<file path="config.mk">
export PLATFORM = sky130hd
export DESIGN_NAME = cmp_timer
export DESIGN_NICKNAME = d
export VERILOG_FILES = /design/src/rtl/tmr_pkg.sv /design/src/rtl/tmr_prescaler.sv /design/src/rtl/tmr_counter.sv /design/src/rtl/tmr_compare.sv /design/src/rtl/tmr_flags.sv /design/src/rtl/cmp_timer.sv
export SDC_FILE = /design/constraint.sdc
export NUM_CORES = 1
export LEC_CHECK = 0
export BUFFER_PORTS_ARGS = -buffer_cell sky130_fd_sc_hd__buf_2
export CAP_MARGIN = 25
export CORE_MARGIN = 2
export CORE_UTILIZATION = 51
export CTS_CLUSTER_DIAMETER = 30
export DETAILED_ROUTE_END_ITERATION = 6
export PLACE_DENSITY = 0.79
export SETUP_SLACK_MARGIN = 0.15
export SYNTH_ARGS = -nofsm -noshare
export SYNTH_HDL_FRONTEND = slang
export SYNTH_SLANG_ARGS = --single-unit
</file>
<file path="constraint.sdc">
create_clock -name clk -period 3.2 [get_ports clk]
set_clock_uncertainty 0.2 [all_clocks]
set_input_delay 0.32 -clock clk [delete_from_list [all_inputs] [get_ports clk]]
set_output_delay 0.32 -clock clk [all_outputs]
set_load 0.01 [all_outputs]
</file>
<file path="src/rtl/tmr_pkg.sv">
// Package: shared constants and helpers for the prescaled timer.
// Assumes the mode encoding 00 = edge-aligned, any other value = center.
package tmr_pkg;
    localparam int unsigned MODE_W = 2;

    // Returns 1 when the mode field selects center-aligned counting.
    function automatic logic is_center(input logic [MODE_W-1:0] m);
        return (m != '0);
    endfunction
endpackage

</file>
<file path="src/rtl/tmr_prescaler.sv">
// Module: clock prescaler. It raises a one-cycle tick every PSC+1 enabled
// cycles. Assumes psc may change at any time; a state above psc wraps at once.
module tmr_prescaler #(
    parameter int unsigned PSC_W = 16
) (
    input  logic             clk,
    input  logic             rst_n,
    input  logic             en,
    input  logic [PSC_W-1:0] psc,
    output logic             tick
);
    logic [PSC_W-1:0] pcnt;

    // Tick when the divider reaches its limit while running.
    always_comb tick = en && (pcnt >= psc);

    // Advance or wrap the divider; hold it while disabled.
    always_ff @(posedge clk) begin
        if (!rst_n)   pcnt <= '0;
        else if (en)  pcnt <= tick ? '0 : pcnt + 1'b1;
    end

    a_r11_psc_frozen: assert property (@(posedge clk) disable iff (!rst_n)
        !en |=> $stable(pcnt));
    a_r2_tick_restarts: assert property (@(posedge clk) disable iff (!rst_n)
        tick |=> (pcnt == '0));
endmodule

</file>
<file path="src/rtl/tmr_counter.sv">
// Module: main counter. It moves once per tick in up, down or center-aligned
// style and reports overflow and underflow events in the tick cycle.
// Assumes tick comes from the prescaler and is 0 while disabled.
module tmr_counter #(
    parameter int unsigned CNT_W = 16
) (
    input  logic             clk,
    input  logic             rst_n,
    input  logic             tick,
    input  logic             center,
    input  logic             dir_down,
    input  logic [CNT_W-1:0] reload,
    output logic [CNT_W-1:0] cnt,
    output logic             ovf_evt,
    output logic             udf_evt
);
    logic             up_ph;
    logic [CNT_W-1:0] cnt_nx;
    logic             up_nx;

    // Next count and sweep phase for the selected counting style.
    always_comb begin
        cnt_nx  = cnt;
        up_nx   = up_ph;
        ovf_evt = 1'b0;
        udf_evt = 1'b0;
        if (tick) begin
            if (center) begin
                if (up_ph) begin
                    if (cnt >= reload) begin
                        ovf_evt = 1'b1;
                        if (reload == '0) begin
                            cnt_nx = '0;
                        end else begin
                            cnt_nx = reload - 1'b1;
                            up_nx  = 1'b0;
                        end
                    end else begin
                        cnt_nx = cnt + 1'b1;
                    end
                end else begin
                    if (cnt == '0) begin
                        udf_evt = 1'b1;
                        cnt_nx  = (reload == '0) ? '0 : {{(CNT_W-1){1'b0}}, 1'b1};
                        up_nx   = 1'b1;
                    end else begin
                        cnt_nx = cnt - 1'b1;
                    end
                end
            end else if (dir_down) begin
                if (cnt == '0) begin
                    udf_evt = 1'b1;
                    cnt_nx  = reload;
                end else begin
                    cnt_nx = cnt - 1'b1;
                end
            end else begin
                if (cnt >= reload) begin
                    ovf_evt = 1'b1;
                    cnt_nx  = '0;
                end else begin
                    cnt_nx = cnt + 1'b1;
                end
            end
        end
        if (!center) up_nx = 1'b1;
    end

    // Register count and sweep phase.
    always_ff @(posedge clk) begin
        if (!rst_n) begin
            cnt   <= '0;
            up_ph <= 1'b1;
        end else begin
            cnt   <= cnt_nx;
            up_ph <= up_nx;
        end
    end

    a_r11_count_frozen: assert property (@(posedge clk) disable iff (!rst_n)
        !tick |=> $stable(cnt));
    a_r3_no_overflow: assert property (@(posedge clk) disable iff (!rst_n)
        (tick && !center && !dir_down && cnt >= reload) |=> (cnt == '0));
    a_r4_reload_on_underflow: assert property (@(posedge clk) disable iff (!rst_n)
        (tick && !center && dir_down && cnt == '0) |=> (cnt == $past(reload)));
    a_r5_bottom_turn: assert property (@(posedge clk) disable iff (!rst_n)
        (udf_evt && center && reload != '0) |=> (cnt == 1 && up_ph));
endmodule

</file>
<file path="src/rtl/tmr_compare.sv">
// Module: compare channels. Each channel makes a one-cycle set pulse for its
// flag. Assumes events and tick are valid in the same cycle as the old count.
module tmr_compare #(
    parameter int unsigned CNT_W = 16,
    parameter int unsigned NCH   = 4
) (
    input  logic                 tick,
    input  logic [CNT_W-1:0]     cnt,
    input  logic [NCH*CNT_W-1:0] cmp_vec,
    input  logic [CNT_W-1:0]     reload,
    input  logic                 center,
    input  logic                 dir_down,
    input  logic                 ovf_evt,
    input  logic                 udf_evt,
    output logic [NCH-1:0]       set
);
    for (genvar k = 0; k < NCH; k++) begin : g_ch
        logic [CNT_W-1:0] cv;
        logic             beyond;
        assign cv     = cmp_vec[k*CNT_W +: CNT_W];
        assign beyond = (cv > reload);

        // Match in range, or fall back to the wrap event when out of range.
        always_comb begin
            if (center && cv == '0)        set[k] = 1'b0;
            else if (beyond)               set[k] = (center || !dir_down) ? ovf_evt : udf_evt;
            else                           set[k] = tick && (cnt == cv);
        end
    end
endmodule

</file>
<file path="src/rtl/tmr_flags.sv">
// Module: sticky status flags. Hardware sets them; a write with a 0 bit
// clears them. A set in the same cycle as a clear wins.
module tmr_flags #(
    parameter int unsigned NF = 5
) (
    input  logic          clk,
    input  logic          rst_n,
    input  logic [NF-1:0] set,
    input  logic          we,
    input  logic [NF-1:0] wdata,
    output logic [NF-1:0] flags
);
    logic [NF-1:0] keep;

    // Bits kept after a software write.
    always_comb keep = we ? wdata : '1;

    // Apply clear then set.
    always_ff @(posedge clk) begin
        if (!rst_n) flags <= '0;
        else        flags <= (flags & keep) | set;
    end

    a_r10_set_wins: assert property (@(posedge clk) disable iff (!rst_n)
        (|set) |=> ((flags & $past(set)) == $past(set)));
    a_r9_sticky: assert property (@(posedge clk) disable iff (!rst_n)
        !we |=> ((flags & $past(flags)) == $past(flags)));
endmodule

</file>
<file path="src/rtl/cmp_timer.sv">
// Module: top of the prescaled timer with compare flags. It joins the
// prescaler, counter, compare channels and flag register.
// Assumes the register fields are held stable by the driving logic.
module cmp_timer #(
    parameter int unsigned CNT_W = 16,
    parameter int unsigned PSC_W = 16,
    parameter int unsigned NCH   = 4,
    localparam int unsigned NF   = NCH + 1
) (
    input  logic                 clk,
    input  logic                 rst_n,
    input  logic                 enable,
    input  logic [1:0]           mode,
    input  logic                 dir_down,
    input  logic [PSC_W-1:0]     psc,
    input  logic [CNT_W-1:0]     reload,
    input  logic [NCH*CNT_W-1:0] cmp_val,
    input  logic                 sts_we,
    input  logic [NF-1:0]        sts_wdata,
    output logic [CNT_W-1:0]     count,
    output logic [NF-1:0]        flags
);
    import tmr_pkg::*;

    logic           tick, center, ovf, udf;
    logic [NCH-1:0] cset;
    logic [NF-1:0]  fset;

    always_comb center = is_center(mode);
    always_comb fset   = {cset, ovf | udf};

    tmr_prescaler #(.PSC_W(PSC_W)) u_psc (
        .clk(clk), .rst_n(rst_n), .en(enable), .psc(psc), .tick(tick));

    tmr_counter #(.CNT_W(CNT_W)) u_cnt (
        .clk(clk), .rst_n(rst_n), .tick(tick), .center(center),
        .dir_down(dir_down), .reload(reload), .cnt(count),
        .ovf_evt(ovf), .udf_evt(udf));

    tmr_compare #(.CNT_W(CNT_W), .NCH(NCH)) u_cmp (
        .tick(tick), .cnt(count), .cmp_vec(cmp_val), .reload(reload),
        .center(center), .dir_down(dir_down), .ovf_evt(ovf),
        .udf_evt(udf), .set(cset));

    tmr_flags #(.NF(NF)) u_flg (
        .clk(clk), .rst_n(rst_n), .set(fset), .we(sts_we),
        .wdata(sts_wdata), .flags(flags));

    a_r11_no_set_when_off: assert property (@(posedge clk) disable iff (!rst_n)
        (!enable && !sts_we) |=> $stable(flags));
endmodule

</file>
==> results of run 1 <==
[stage by stage]
| step | setup WS [ns] | hold WS [ns] | std cells | power, mW |
|---|---|---|---|---|
| 2_1_floorplan | 0.163 | 0.257 | 748 | 0.751 |
| 3_3_place_gp | 0.289 | 0.285 | 1028 | 0.962 |
| 3_5_place_dp | 0.357 | 0.295 | 1029 | 0.970 |
| 4_1_cts | 0.430 | 0.158 | 1037 | 1.55 |
| 5_1_grt | 0.220 | 0.199 | 1037 | 1.64 |
| 6_report | 0.363 | 0.165 | 1038 | 1.57 |
[sequential cells by signal, indices dropped and copies added (netlist names)]
name         cells
u_cnt.up_ph      1
u_psc.pcnt      16
u_flg.flags      5
u_cnt.cnt       16
[cell usage in the layout, fill, tap and decap left out, types with 5 or more instances in the layout]
master     netlist  layout
nor3_1          17      17
dfxtp_1         38      38
and3_1          10      10
or3_1            9       9
a21oi_1         37      37
a32o_1          13      13
a31oi_1          6       6
or4_1            7       7
buf_4            1      43
o22ai_1          8       8
o21a_1           8       8
o211ai_1         5       5
xor2_1          71      71
nor2_1          52      52
inv_1           47      47
buf_2            5     128
nand3_1         23      23
a211oi_1         6       6
nand2_1         36      36
nor4_1          30      30
o221ai_1        16      16
a21o_1           6       6
xnor2_1         41      41
o31ai_1          5       5
ha_1           100     100
nand4_1         33      33
nor2b_1          5       5
a2111oi_0        5       5
o21ai_0         31      31
clkbuf_16        0       5
[cell usage after synthesis (9+ instances only)]
master | count | area, µm²
a32o_1 | 13 | 130
or3_1 | 9 | 56.3
nor4_1 | 30 | 188
xnor2_1 | 41 | 359
o221ai_1 | 16 | 140
nand2_1 | 36 | 135
and3_1 | 10 | 62.6
dfxtp_1 | 38 | 761
o21ai_0 | 31 | 155
nor3_1 | 17 | 85.1
nand3_1 | 23 | 115
inv_1 | 47 | 176
nor2_1 | 52 | 195
a21oi_1 | 37 | 185
ha_1 | 100 | 1250
xor2_1 | 71 | 622
nand4_1 | 33 | 206
clkbuf_1 | 21 | 78.8
[worst max-delay path by stage]
stage                      start           end  slack [ns]  cells after the start
global placement         psc[10]  u_cnt.cnt[0]        0.29                      8
detailed placement     reload[6]  u_cnt.cnt[0]        0.36                     10
floorplan           u_cnt.cnt[0]  u_cnt.cnt[9]        0.16                     12
global route        u_cnt.cnt[6]  u_cnt.cnt[0]        0.22                      8
CTS                 u_cnt.cnt[6]  u_cnt.cnt[0]        0.43                      8
finish              u_cnt.cnt[7]  u_cnt.cnt[2]        0.36                      6
[final cells by class]
class | instances | area [µm²] | area share (%)
repair buffers | 172 | 983 | 13.9
well taps | 143 | 179 | 2.54
diodes | 1 | 2.50 | 0.0355
inverters | 47 | 176 | 2.50
flip-flops and latches | 38 | 761 | 10.8
multi-input cells | 629 | 4780 | 67.8
clock inverters | 3 | 45.0 | 0.639
clock buffers | 5 | 125 | 1.77
[layer usage]
layer,share of wire (%),up-vias
met2,44,430
met4,5.0,0
li1,-,3112
met5,0,-
met1,40,3020
met3,11,77
[critical path, stage by stage (launching register included)]
cell     delay (ns)
dfxtp_1        0.40
or4_4          0.59
or3_1          0.47
or4_4          0.53
a21oi_1        0.15
o21ai_0        0.12
a32o_1         0.27
[power by group]
part / switching, mW / internal (mW) / leakage (nW) / total, mW
registers: 0.00212 / 0.476 / 0.306 / 0.478
clock network: 0.222 / 0.368 / 0.0760 / 0.590
logic: 0.285 / 0.212 / 3.04 / 0.497
total: 0.510 / 1.06 / 3.43 / 1.57
[logic make-up (layout without fill, tap and decap cells)]
group	count (synthesis)	after routing
adders and majority gates	100	100
AOI/OAI and AO/OA	176	176
buffers and inverters	81	227
muxes	1	1
other	0	1
and+or+nand+nor	240	240
xor gates and xnor gates	112	112
DFF	38	38
==> summary.txt, run 1 <==
Outcome
  – Status: complete, no violations

GRT
  – Grt met2 use: 53.4%
  – Initial antenna violation count: 1
  – Overall routing resource usage: 33.1%
  – Vias in the first global route: 6449
  – GR Util met1: 42.1%
  – GRT busiest layer: met2
  – Routing usage on met3: 7.00%
  – Global-route wire length before repair: ~33 mm
  – GR Overflow Total: 0
  – Largest net degree at the start of global routing: 21

Yosys
  – EDFF count, synth: 0
  – Post-synthesis compound-gate area fraction: 21.0%
  – Seq/Total Area, Yosys: 13.0%
  – Syn. warnings: 0
  – Seq cells post-synth: 38
  – Synthesized area per cell: about 8 µm²
  – Synth unique cells: 60
  – Post-Syn Area: 5860 µm²
  – Top_reg_cell synth: dfxtp_1
  – Syn_nets: around 960
  – Largest family of logic cells by synthesized area: simple AND/OR/NAND/NOR gates
  – Simple-Gate Fraction of Synth Area: about 22%
  – FFs w/ async S/R, synth: 0%
  – Cells after Synth: between 700 and 800
  – Adder-cell share of the synthesized area: 21.3%
  – Multiplexer share of the synthesized area: 0.171%
  – Post-synthesis xor/xnor area fraction: 16.7%

Layout
  – Post-route cell area: 7050 µm²
  – Share of cells above drive strength 1: 21.8%
  – Post-layout util: 62.3%
  – Filler cell count in the final layout: 1022
  – Fin nets: 1101
  – Area Overhead vs Synth: 20.2%

STA
  – Slew Limit Fails: 0
  – RSZ-0062 raised after global routing: false
  – TNS Setup: 0 ns
  – Fmax: 352 MHz
  – Final Cycle Share: 88.7%
  – Slew headroom: between 50% and 60%
  – Setup violators final: 0
  – Final critical-path required period: ~2.8 ns
  – Endpoints failing hold: 0
  – Actual slew at the worst max-slew pin: 0.611 ns

Worst setup path
  – Crit start category: flip-flop
  – Crit Path Category: reg -> reg
  – R2R cell count: 6
  – CP max FO: 8
  – Arr. time, crit path: 2.81 ns
  – R2R setup slack: 0.36 ns
  – WP data required: 3.18 ns
  – FF-to-FF End: u_cnt.cnt[2]
  – FF-to-FF Start: u_cnt.cnt[7]
  – Crit. End Element: flip-flop

Floorplanning
  – Top-level I/O count: 129
  – CORE AREA: ~11000 µm²
  – Die Wd: 111 µm
  – Full die area: 12400 µm²
  – Initial Util: 51.8%
  – Row count: 39
  – DIE HEIGHT: 111 µm

Detailed routing
  – Starting DRT DRC Count: 665
  – Final ANT Viol Nets: 0
  – Wire per inst: 20.0 µm
  – Routed wire length: just over 20 mm
  – Remaining DRCs: 0
  – Vias per inst: 6.40
  – Drt pass-1 iters: 6
  – Routed via count: 6639

Clock network
  – CTS Buf Count: 5
  – H-tree depth: 2
  – # resized after CTS: 0
  – Worst-Skew Late Latency: 0.29 ns
  – Clock transition at the registers of the reported paths: 0.07 ns
  – Max Root-Sink Buffers: 2
  – TritonCTS clock tree: yes
  – Hold Buf Count CTS: 0
  – Clk sinks: 38
  – Post-CTS Setup Inserts: 0
  – Clk root buf: clkbuf_16

Power
  – Max rail drop VDD: 0.213 mV
  – Leak: 3.43 nW
  – Power Density: 222 nW/µm²

Flow run
  – # Max-Cap Violations: 0

Min path
  – Worst Hold End: u_flg.flags[4]
  – Hold path depth: 4
  – Hold path start: sts_wdata[4]
  – Hold/Removal Path Class: in -> reg

Placed design
  – Hpwl dp: 15.8 mm
  – Placed standard-cell area: ~7000 µm²
  – IO buf count: 128
  – Placer Congestion: 0.961
(Power assumes the default switching activity.)
==> inputs of run 2 (changes only) <==
--- a/config.mk
+++ b/config.mk
@@ -5,14 +5,15 @@
 export SDC_FILE = /design/constraint.sdc
 export NUM_CORES = 1
 export LEC_CHECK = 0
+export ABC_AREA = 1
 export BUFFER_PORTS_ARGS = -buffer_cell sky130_fd_sc_hd__buf_2
 export CAP_MARGIN = 25
 export CORE_MARGIN = 2
-export CORE_UTILIZATION = 51
+export CORE_UTILIZATION = 52
 export CTS_CLUSTER_DIAMETER = 30
 export DETAILED_ROUTE_END_ITERATION = 6
 export PLACE_DENSITY = 0.79
-export SETUP_SLACK_MARGIN = 0.15
+export SETUP_SLACK_MARGIN = 0.02
 export SYNTH_ARGS = -nofsm -noshare
 export SYNTH_HDL_FRONTEND = slang
 export SYNTH_SLANG_ARGS = --single-unit
==> summary.txt, run 2 <==
Worst setup path
  – FF-to-FF Start: u_cnt.cnt[5] (was u_cnt.cnt[7])
  – Largest stage delay on the critical path: 0.65 ns (was 0.59 ns)
  – Cell Chain, Critical Path: ha_1, nand2_1, nor2_1, and2_1, nor2_1, nand2_1, nand2_1, nand2_2, nand2_1, nor2_4, inv_2, o211ai_1, nand2_1, o21ai_0 (was or4_4, or3_1, or4_4, a21oi_1, o21ai_0, a32o_1)
  – Crit. End Element: flip-flop (unchanged)
  – R2R setup slack: 0.42 ns (was 0.36 ns)
  – WP data required: 3.21 ns (was 3.18 ns)
  – Arr. time, crit path: 2.79 ns (was 2.81 ns)
  – CP max stage cell: dfxtp_1 (was or4_4)
  – CP max FO: 10 (was 8)
  – R2R cell count: 14 (was 6)
  – Top cell by count, worst path: nand2_1 (was or4_4)
  – Crit start category: flip-flop (unchanged)
  – Crit Path Category: reg -> reg (unchanged)
  – FF-to-FF End: u_cnt.cnt[2] (unchanged)

Detailed routing
  – Drt pass-1 iters: 6 (unchanged)
  – Routed via count: 7327 (was 6639)
  – Remaining DRCs: 0 (unchanged)
  – Starting DRT DRC Count: 684 (was 665)
  – Final ANT Viol Nets: 0 (unchanged)
  – Vias per inst: 5.89 (was 6.40)
  – Routed wire length: 21.6 mm (was 20.8 mm)
  – Wire per inst: 17.4 µm (was 20.0 µm)

GRT
  – Initial antenna violation count: 0 (was 1)
  – Global-route wire length before repair: 34.0 mm (was 33.3 mm)
  – Vias in the first global route: 6762 (was 6449)
  – Largest net degree at the start of global routing: 25 (was 21)
  – Overall routing resource usage: 33.3% (was 33.1%)
  – GR Overflow Total: 0 (unchanged)

Yosys
  – Area share of the largest cell type after synthesis: 20.0% (was 21.3%)
  – Seq cells post-synth: 38 (unchanged)
  – FFs w/ async S/R, synth: 0% (unchanged)
  – Top_reg_cell synth: dfxtp_1 (unchanged)
  – Seq/Total Area, Yosys: 12.2% (was 13.0%)
  – Synth unique cells: 45 (was 60)
  – Cell taking the most area after synthesis: ha_1 (unchanged)
  – EDFF count, synth: 0 (unchanged)
  – Cells after Synth: 965 (was 748)
  – Syn_nets: 1173 (was 956)
  – Syn. warnings: 0 (unchanged)
  – Post-synth top cells: 194 x nand2_1, 100 x ha_1, 97 x inv_1, 89 x nor2_1, 65 x a21oi_1 (was 100 x ha_1, 71 x xor2_1, 52 x nor2_1, 47 x inv_1, 41 x xnor2_1)
  – Most common cell in the netlist: nand2_1 (was ha_1)
  – Largest cells by area after synthesis: ha_1 20%, dfxtp_1 12%, nand2_1 12%, inv_1 5.8%, nor2_1 5.3% (was ha_1 21%, dfxtp_1 13%, xor2_1 11%, xnor2_1 6.1%, nand4_1 3.5%)
  – Post-Syn Area: 6250 µm² (was 5860 µm²)
  – Synthesized area per cell: 6.48 µm² (was 7.84 µm²)

Layout
  – Most common cell after layout, fill and taps aside: nand2_1 (was buf_2)
  – # diodes: 0 (was 1)
  – Most frequent cells in the layout: 194 x nand2_1, 128 x buf_2, 100 x ha_1, 97 x inv_1, 89 x nor2_1 (was 128 x buf_2, 100 x ha_1, 71 x xor2_1, 52 x nor2_1, 47 x inv_1)
  – Area Overhead vs Synth: 15.4% (was 20.2%)
  – Share of cells above drive strength 1: 18.0% (was 21.8%)
  – Multi-input logic area: 4900 µm² (was 4780 µm²)
  – Biggest regs: u_cnt.cnt x16, u_psc.pcnt x16, u_flg.flags x5 (unchanged)
  – Final std cells w/o fill: 1244 (was 1038)
  – Post-route cell area: 7220 µm² (was 7050 µm²)
  – Filler cell count in the final layout: 1182 (was 1022)
  – Post-layout util: 60.8% (was 62.3%)
  – FF/Latch Area: 761 µm² (unchanged)
  – Fin nets: 1305 (was 1101)

Clock network
  – Clock transition at the registers of the reported paths: 0.06 ns (was 0.07 ns)
  – Post-CTS Setup Inserts: 0 (unchanged)
  – Max Root-Sink Buffers: 2 (unchanged)
  – Worst-Skew Late Latency: 0.29 ns (about the same)
  – # resized after CTS: 0 (unchanged)
  – TritonCTS clock tree: yes (unchanged)
  – Clk sinks: 38 (unchanged)
  – Hold Buf Count CTS: 0 (unchanged)
  – Clk root buf: clkbuf_16 (unchanged)
  – CTS Buf Count: 5 (unchanged)
  – H-tree depth: 2 (unchanged)

STA
  – Final Cycle Share: 86.9% (was 88.7%)
  – Slew Limit Fails: 0 (unchanged)
  – Worst setup margin: 0.418 ns (was 0.363 ns)
  – RSZ-0062 raised after global routing: false (unchanged)
  – TNS Setup: 0 ns (unchanged)
  – Endpoints failing hold: 0 (unchanged)
  – Setup violators final: 0 (unchanged)
  – Fmax: 359 MHz (was 352 MHz)
  – Actual slew at the worst max-slew pin: 0.936 ns (was 0.611 ns)
  – Fin Hold WS: 0.120 ns (was 0.165 ns)
  – Slew headroom: 37.4% (was 59.0%)
  – Final critical-path required period: 2.78 ns (was 2.84 ns)

Placed design
  – Placer Congestion: 1.03 (was 0.961)
  – Placed Cells: 1237 (was 1029)
  – Setup WS pre-CTS: 0.384 ns (was 0.357 ns)
  – Placed standard-cell area: 7080 µm² (was 6880 µm²)
  – Hpwl dp: 17.5 mm (was 15.8 mm)
  – IO buf count: 128 (unchanged)

Floorplanning
  – CORE AREA: 11900 µm² (was 11300 µm²)
  – DIE HEIGHT: 114 µm (was 111 µm)
  – Full die area: 12900 µm² (was 12400 µm²)
  – Top-level I/O count: 129 (unchanged)
  – Initial Util: 52.7% (was 51.8%)
  – Row count: 40 (was 39)
  – Die Wd: 114 µm (was 111 µm)

Power
  – Total power: 1.45 mW (was 1.57 mW)
  – Max rail drop VDD: 0.179 mV (was 0.213 mV)
  – Leak: 3.69 nW (was 3.43 nW)
  – Power Density: 200 nW/µm² (was 222 nW/µm²)

Min path
  – Hold path depth: 3 (was 4)
  – Hold/Removal Path Class: in -> reg (unchanged)
  – Hold path start: rst_n (was sts_wdata[4])
  – Worst Hold End: u_flg.flags[0] (was u_flg.flags[4])

Outcome
  – Status: complete, no violations (unchanged)

Flow run
  – # Max-Cap Violations: 0 (unchanged)
run 2: cell families after synthesis:
logic type	after synthesis	share of synthesized area, %
buffers and inverters	135	9.40
adders and majority gates	100	20.0
and+or+nand+nor	462	34.6
AOI/OAI and AO/OA	160	14.0
DFF	38	12.2
xor gates and xnor gates	70	9.80
run 2: routing by layer:
layer | share of wire [%] | track usage, % | up-vias
li1 | - | - | 3558
met1 | 42 | 43.5 | 3297
met2 | 45 | 53.5 | 415
met3 | 9.8 | 6.85 | 57
met4 | 3.6 | 14.2 | 0
met5 | 0 | 0 | -
run 2: layout make-up:
type	instances	share of cell area, %
multi-input combinational	792	68.0
timing repair buffer	149	11.1
sequential	38	10.5
inverter	111	6.02
tap	147	2.55
clock buffer	5	1.73
clock inverter	2	0.139
run 2: where the power goes:
part           switching (mW)  internal [mW]  leakage (nW)
sequential            0.00349          0.479         0.307
clock                   0.203          0.282        0.0694
combinational           0.288          0.190          3.31
total                   0.494          0.951          3.69
run 2: worst max-delay path: cells and delay by family (launching register included):
| family | cells | cell delay [ns] |
|---|---|---|
| AOI/OAI and AO/OA | 2 | 0.27 |
| adders and majority gates | 1 | 0.22 |
| buffers and inverters | 1 | 0.17 |
| DFF | 1 | 0.65 |
| and+or+nand+nor | 10 | 1.18 |
run 2: worst max-delay path by stage:
| stage | endpoint | slack [ns] | from |
|---|---|---|---|
| 2_1_floorplan | u_cnt.cnt[1] | 0.87 | u_cnt.cnt[0] |
| 3_3_place_gp | u_cnt.cnt[5] | 0.44 | reload[7] |
| 3_5_place_dp | u_cnt.cnt[5] | 0.38 | reload[7] |
| 4_1_cts | u_cnt.cnt[2] | 0.48 | u_psc.pcnt[11] |
| 5_1_grt | u_cnt.cnt[2] | 0.20 | u_cnt.cnt[5] |
| 6_report | u_cnt.cnt[2] | 0.42 | u_cnt.cnt[5] |
==> inputs of run 3 (changes only) <==
--- a/config.mk
+++ b/config.mk
@@ -8,7 +8,7 @@
 export ABC_AREA = 1
 export BUFFER_PORTS_ARGS = -buffer_cell sky130_fd_sc_hd__buf_2
 export CAP_MARGIN = 25
-export CORE_MARGIN = 2
+export CORE_MARGIN = 8
 export CORE_UTILIZATION = 52
 export CTS_CLUSTER_DIAMETER = 30
 export DETAILED_ROUTE_END_ITERATION = 6
==> summary.txt, run 3 (synthesis results as in run 2) <==
Detailed routing
  – Wire per inst: 17.9 µm (was 17.4 µm)
  – Remaining DRCs: 0 (unchanged)
  – Drt pass-1 iters: 6 (unchanged)
  – Vias per inst: 5.84 (was 5.89)
  – Routed via count: 7240 (was 7327)
  – Final ANT Viol Nets: 0 (unchanged)
  – Routed wire length: 22.1 mm (was 21.6 mm)
  – Starting DRT DRC Count: 873 (was 684)

Floorplanning
  – Row count: 40 (unchanged)
  – CORE AREA: 11900 µm² (unchanged)
  – Top-level I/O count: 129 (unchanged)
  – DIE HEIGHT: 126 µm (was 114 µm)
  – Die Wd: 126 µm (was 114 µm)
  – Initial Util: 52.7% (unchanged)
  – Full die area: 15800 µm² (was 12900 µm²)

Worst setup path
  – Worst path depth: 14 (unchanged)
  – Crit. End Element: flip-flop (unchanged)
  – FF-to-FF End: u_cnt.cnt[5] (was u_cnt.cnt[2])
  – R2R cell count: 14 (unchanged)
  – Top Family by Delay on Critical Path: simple AND/OR/NAND/NOR gates (unchanged)
  – Crit Path Category: reg -> reg (unchanged)
  – Crit start category: flip-flop (unchanged)
  – Largest stage delay on the critical path: 0.70 ns (was 0.65 ns)
  – Cell Chain, Critical Path: ha_1, nand2_1, nor2_1, and2_1, nor2_1, nand2_1, nand2_1, nand2_2, nand2_1, nor2_4, inv_2, o211ai_1, nand2_1, o21ai_0 (unchanged)
  – FF-to-FF Start: u_cnt.cnt[4] (was u_cnt.cnt[5])
  – CP max stage cell: dfxtp_1 (unchanged)
  – Arr. time, crit path: 2.84 ns (was 2.79 ns)
  – Top cell by count, worst path: nand2_1 (unchanged)
  – R2R setup slack: 0.37 ns (was 0.42 ns)
  – WP data required: 3.21 ns (about the same)
  – CP max FO: 10 (unchanged)
  – CP bufs+invs: 1 (unchanged)

STA
  – Fmax: 354 MHz (was 359 MHz)
  – Actual slew at the worst max-slew pin: 0.867 ns (was 0.936 ns)
  – Fin Hold WS: 0.110 ns (was 0.120 ns)
  – RSZ-0062 raised after global routing: false (unchanged)
  – Setup violators final: 0 (unchanged)
  – Slew Limit Fails: 0 (unchanged)
  – Final Cycle Share: 88.3% (was 86.9%)
  – Endpoints failing hold: 0 (unchanged)
  – Final critical-path required period: 2.83 ns (was 2.78 ns)
  – Slew headroom: 42.0% (was 37.4%)
  – TNS Setup: 0 ns (unchanged)

Layout
  – Most frequent cells in the layout: 194 x nand2_1, 128 x buf_2, 100 x ha_1, 97 x inv_1, 89 x nor2_1 (unchanged)
  – # diodes: 0 (unchanged)
  – Most common cell after layout, fill and taps aside: nand2_1 (unchanged)
  – Filler cell count in the final layout: 1174 (was 1182)
  – Post-route cell area: 7190 µm² (was 7220 µm²)
  – FF/Latch Area: 761 µm² (unchanged)
  – Biggest regs: u_cnt.cnt x16, u_psc.pcnt x16, u_flg.flags x5 (unchanged)
  – Area Overhead vs Synth: 14.9% (was 15.4%)
  – Fin nets: 1299 (was 1305)
  – Share of cells above drive strength 1: 17.7% (was 18.0%)
  – Multi-input logic area: 4900 µm² (unchanged)
  – Final std cells w/o fill: 1239 (was 1244)

Outcome
  – Status: complete, no violations (unchanged)

Clock network
  – Hold Buf Count CTS: 0 (unchanged)
  – H-tree depth: 2 (unchanged)
  – # resized after CTS: 0 (unchanged)
  – Clock transition at the registers of the reported paths: 0.07 ns (was 0.06 ns)
  – Post-CTS Setup Inserts: 0 (unchanged)
  – Clk root buf: clkbuf_16 (unchanged)
  – CTS Buf Count: 5 (unchanged)
  – Worst-Skew Late Latency: 0.29 ns (about the same)
  – Max Root-Sink Buffers: 2 (unchanged)
  – TritonCTS clock tree: yes (unchanged)
  – Clk sinks: 38 (unchanged)

Power
  – Psw: 496 µW (was 494 µW)
  – Max rail drop VDD: 0.183 mV (was 0.179 mV)
  – Leak: 3.66 nW (was 3.69 nW)
  – Pint: 974 µW (was 951 µW)
  – Comb pwr share: 32.1% (was 33.1%)
  – Power Density: 205 nW/µm² (was 200 nW/µm²)
  – Sw Share: 33.7% (was 34.2%)
  – Flop pwr share: 32.9% (was 33.4%)
  – Total power: 1.47 mW (was 1.45 mW)
  – Clk network pwr share: 35.1% (was 33.5%)

Placed design
  – IO buf count: 128 (unchanged)
  – Placed Cells: 1231 (was 1237)
  – Placed standard-cell area: 7040 µm² (was 7080 µm²)
  – Placer Congestion: 1.01 (was 1.03)
  – Hpwl dp: 17.8 mm (was 17.5 mm)

Min path
  – Hold path depth: 3 (unchanged)
  – Hold path start: rst_n (unchanged)
  – Hold/Removal Path Class: in -> reg (unchanged)
  – Worst Hold End: u_flg.flags[0] (unchanged)

GRT
  – Global-route wire length before repair: 35.1 mm (was 34.0 mm)
  – GR Overflow Total: 0 (unchanged)
  – Overall routing resource usage: 27.1% (was 33.3%)
  – Initial antenna violation count: 0 (unchanged)
  – Largest net degree at the start of global routing: 25 (unchanged)
  – Vias in the first global route: 6815 (was 6762)

Flow run
  – # Max-Cap Violations: 0 (unchanged)
-- run 3: how the worst max path moves through the flow --
stage,from,end,slack (ns)
finish,u_cnt.cnt[4],u_cnt.cnt[5],0.37
global placement,reload[6],u_cnt.cnt[5],0.39
floorplan,u_cnt.cnt[0],u_cnt.cnt[1],0.87
global route,u_cnt.cnt[4],u_cnt.cnt[5],0.20
CTS,u_cnt.cnt[4],u_cnt.cnt[5],0.48
detailed placement,reload[6],u_cnt.cnt[5],0.36
-- run 3: layout make-up --
cell class | instances | share of cell area [%]
Multi-Input combinational cell | 792 | 68.2
Clock buffer | 6 | 1.93
Timing Repair Buffer | 143 | 10.5
Sequential cell | 38 | 10.6
Tap cell | 147 | 2.56
Clock inverter | 2 | 0.174
Inverter | 111 | 6.04
-- run 3: metrics by stage --
stage	utilization, %	setup WS (ns)
after floorplan	-	0.866
after global placement	59.3	0.392
after detailed placement	59.3	0.365
after CTS	60.6	0.478
after global routing	60.6	0.196
final	60.6	0.374
-- run 3: power by group through the flow --
stage / clock (mW) / combinational, mW / sequential (mW)
global route: 0.536 / 0.530 / 0.484
CTS: 0.513 / 0.465 / 0.483
detailed placement: 0 / 0.462 / 0.494
global placement: 0 / 0.454 / 0.493
finish: 0.515 / 0.472 / 0.483
floorplan: 0 / 0.272 / 0.495
-- run 3: worst register-to-register path: cells and delay by family (launching register included) --
kind / cells / cell delay (ns)
buffers and inverters: 1 / 0.16
flip-flops: 1 / 0.70
AND/OR/NAND/NOR: 10 / 1.21
adder cells (fa/ha/maj): 1 / 0.21
AO/OA/AOI/OAI: 2 / 0.28
-- run 3: layer usage --
layer	global-route usage [%]	up-vias	wire length [µm]
met5	0	-	0
met4	9.67	0	865
met3	5.82	67	2420
met2	44.5	399	9840
met1	34.3	3234	9000
li1	-	3540	-
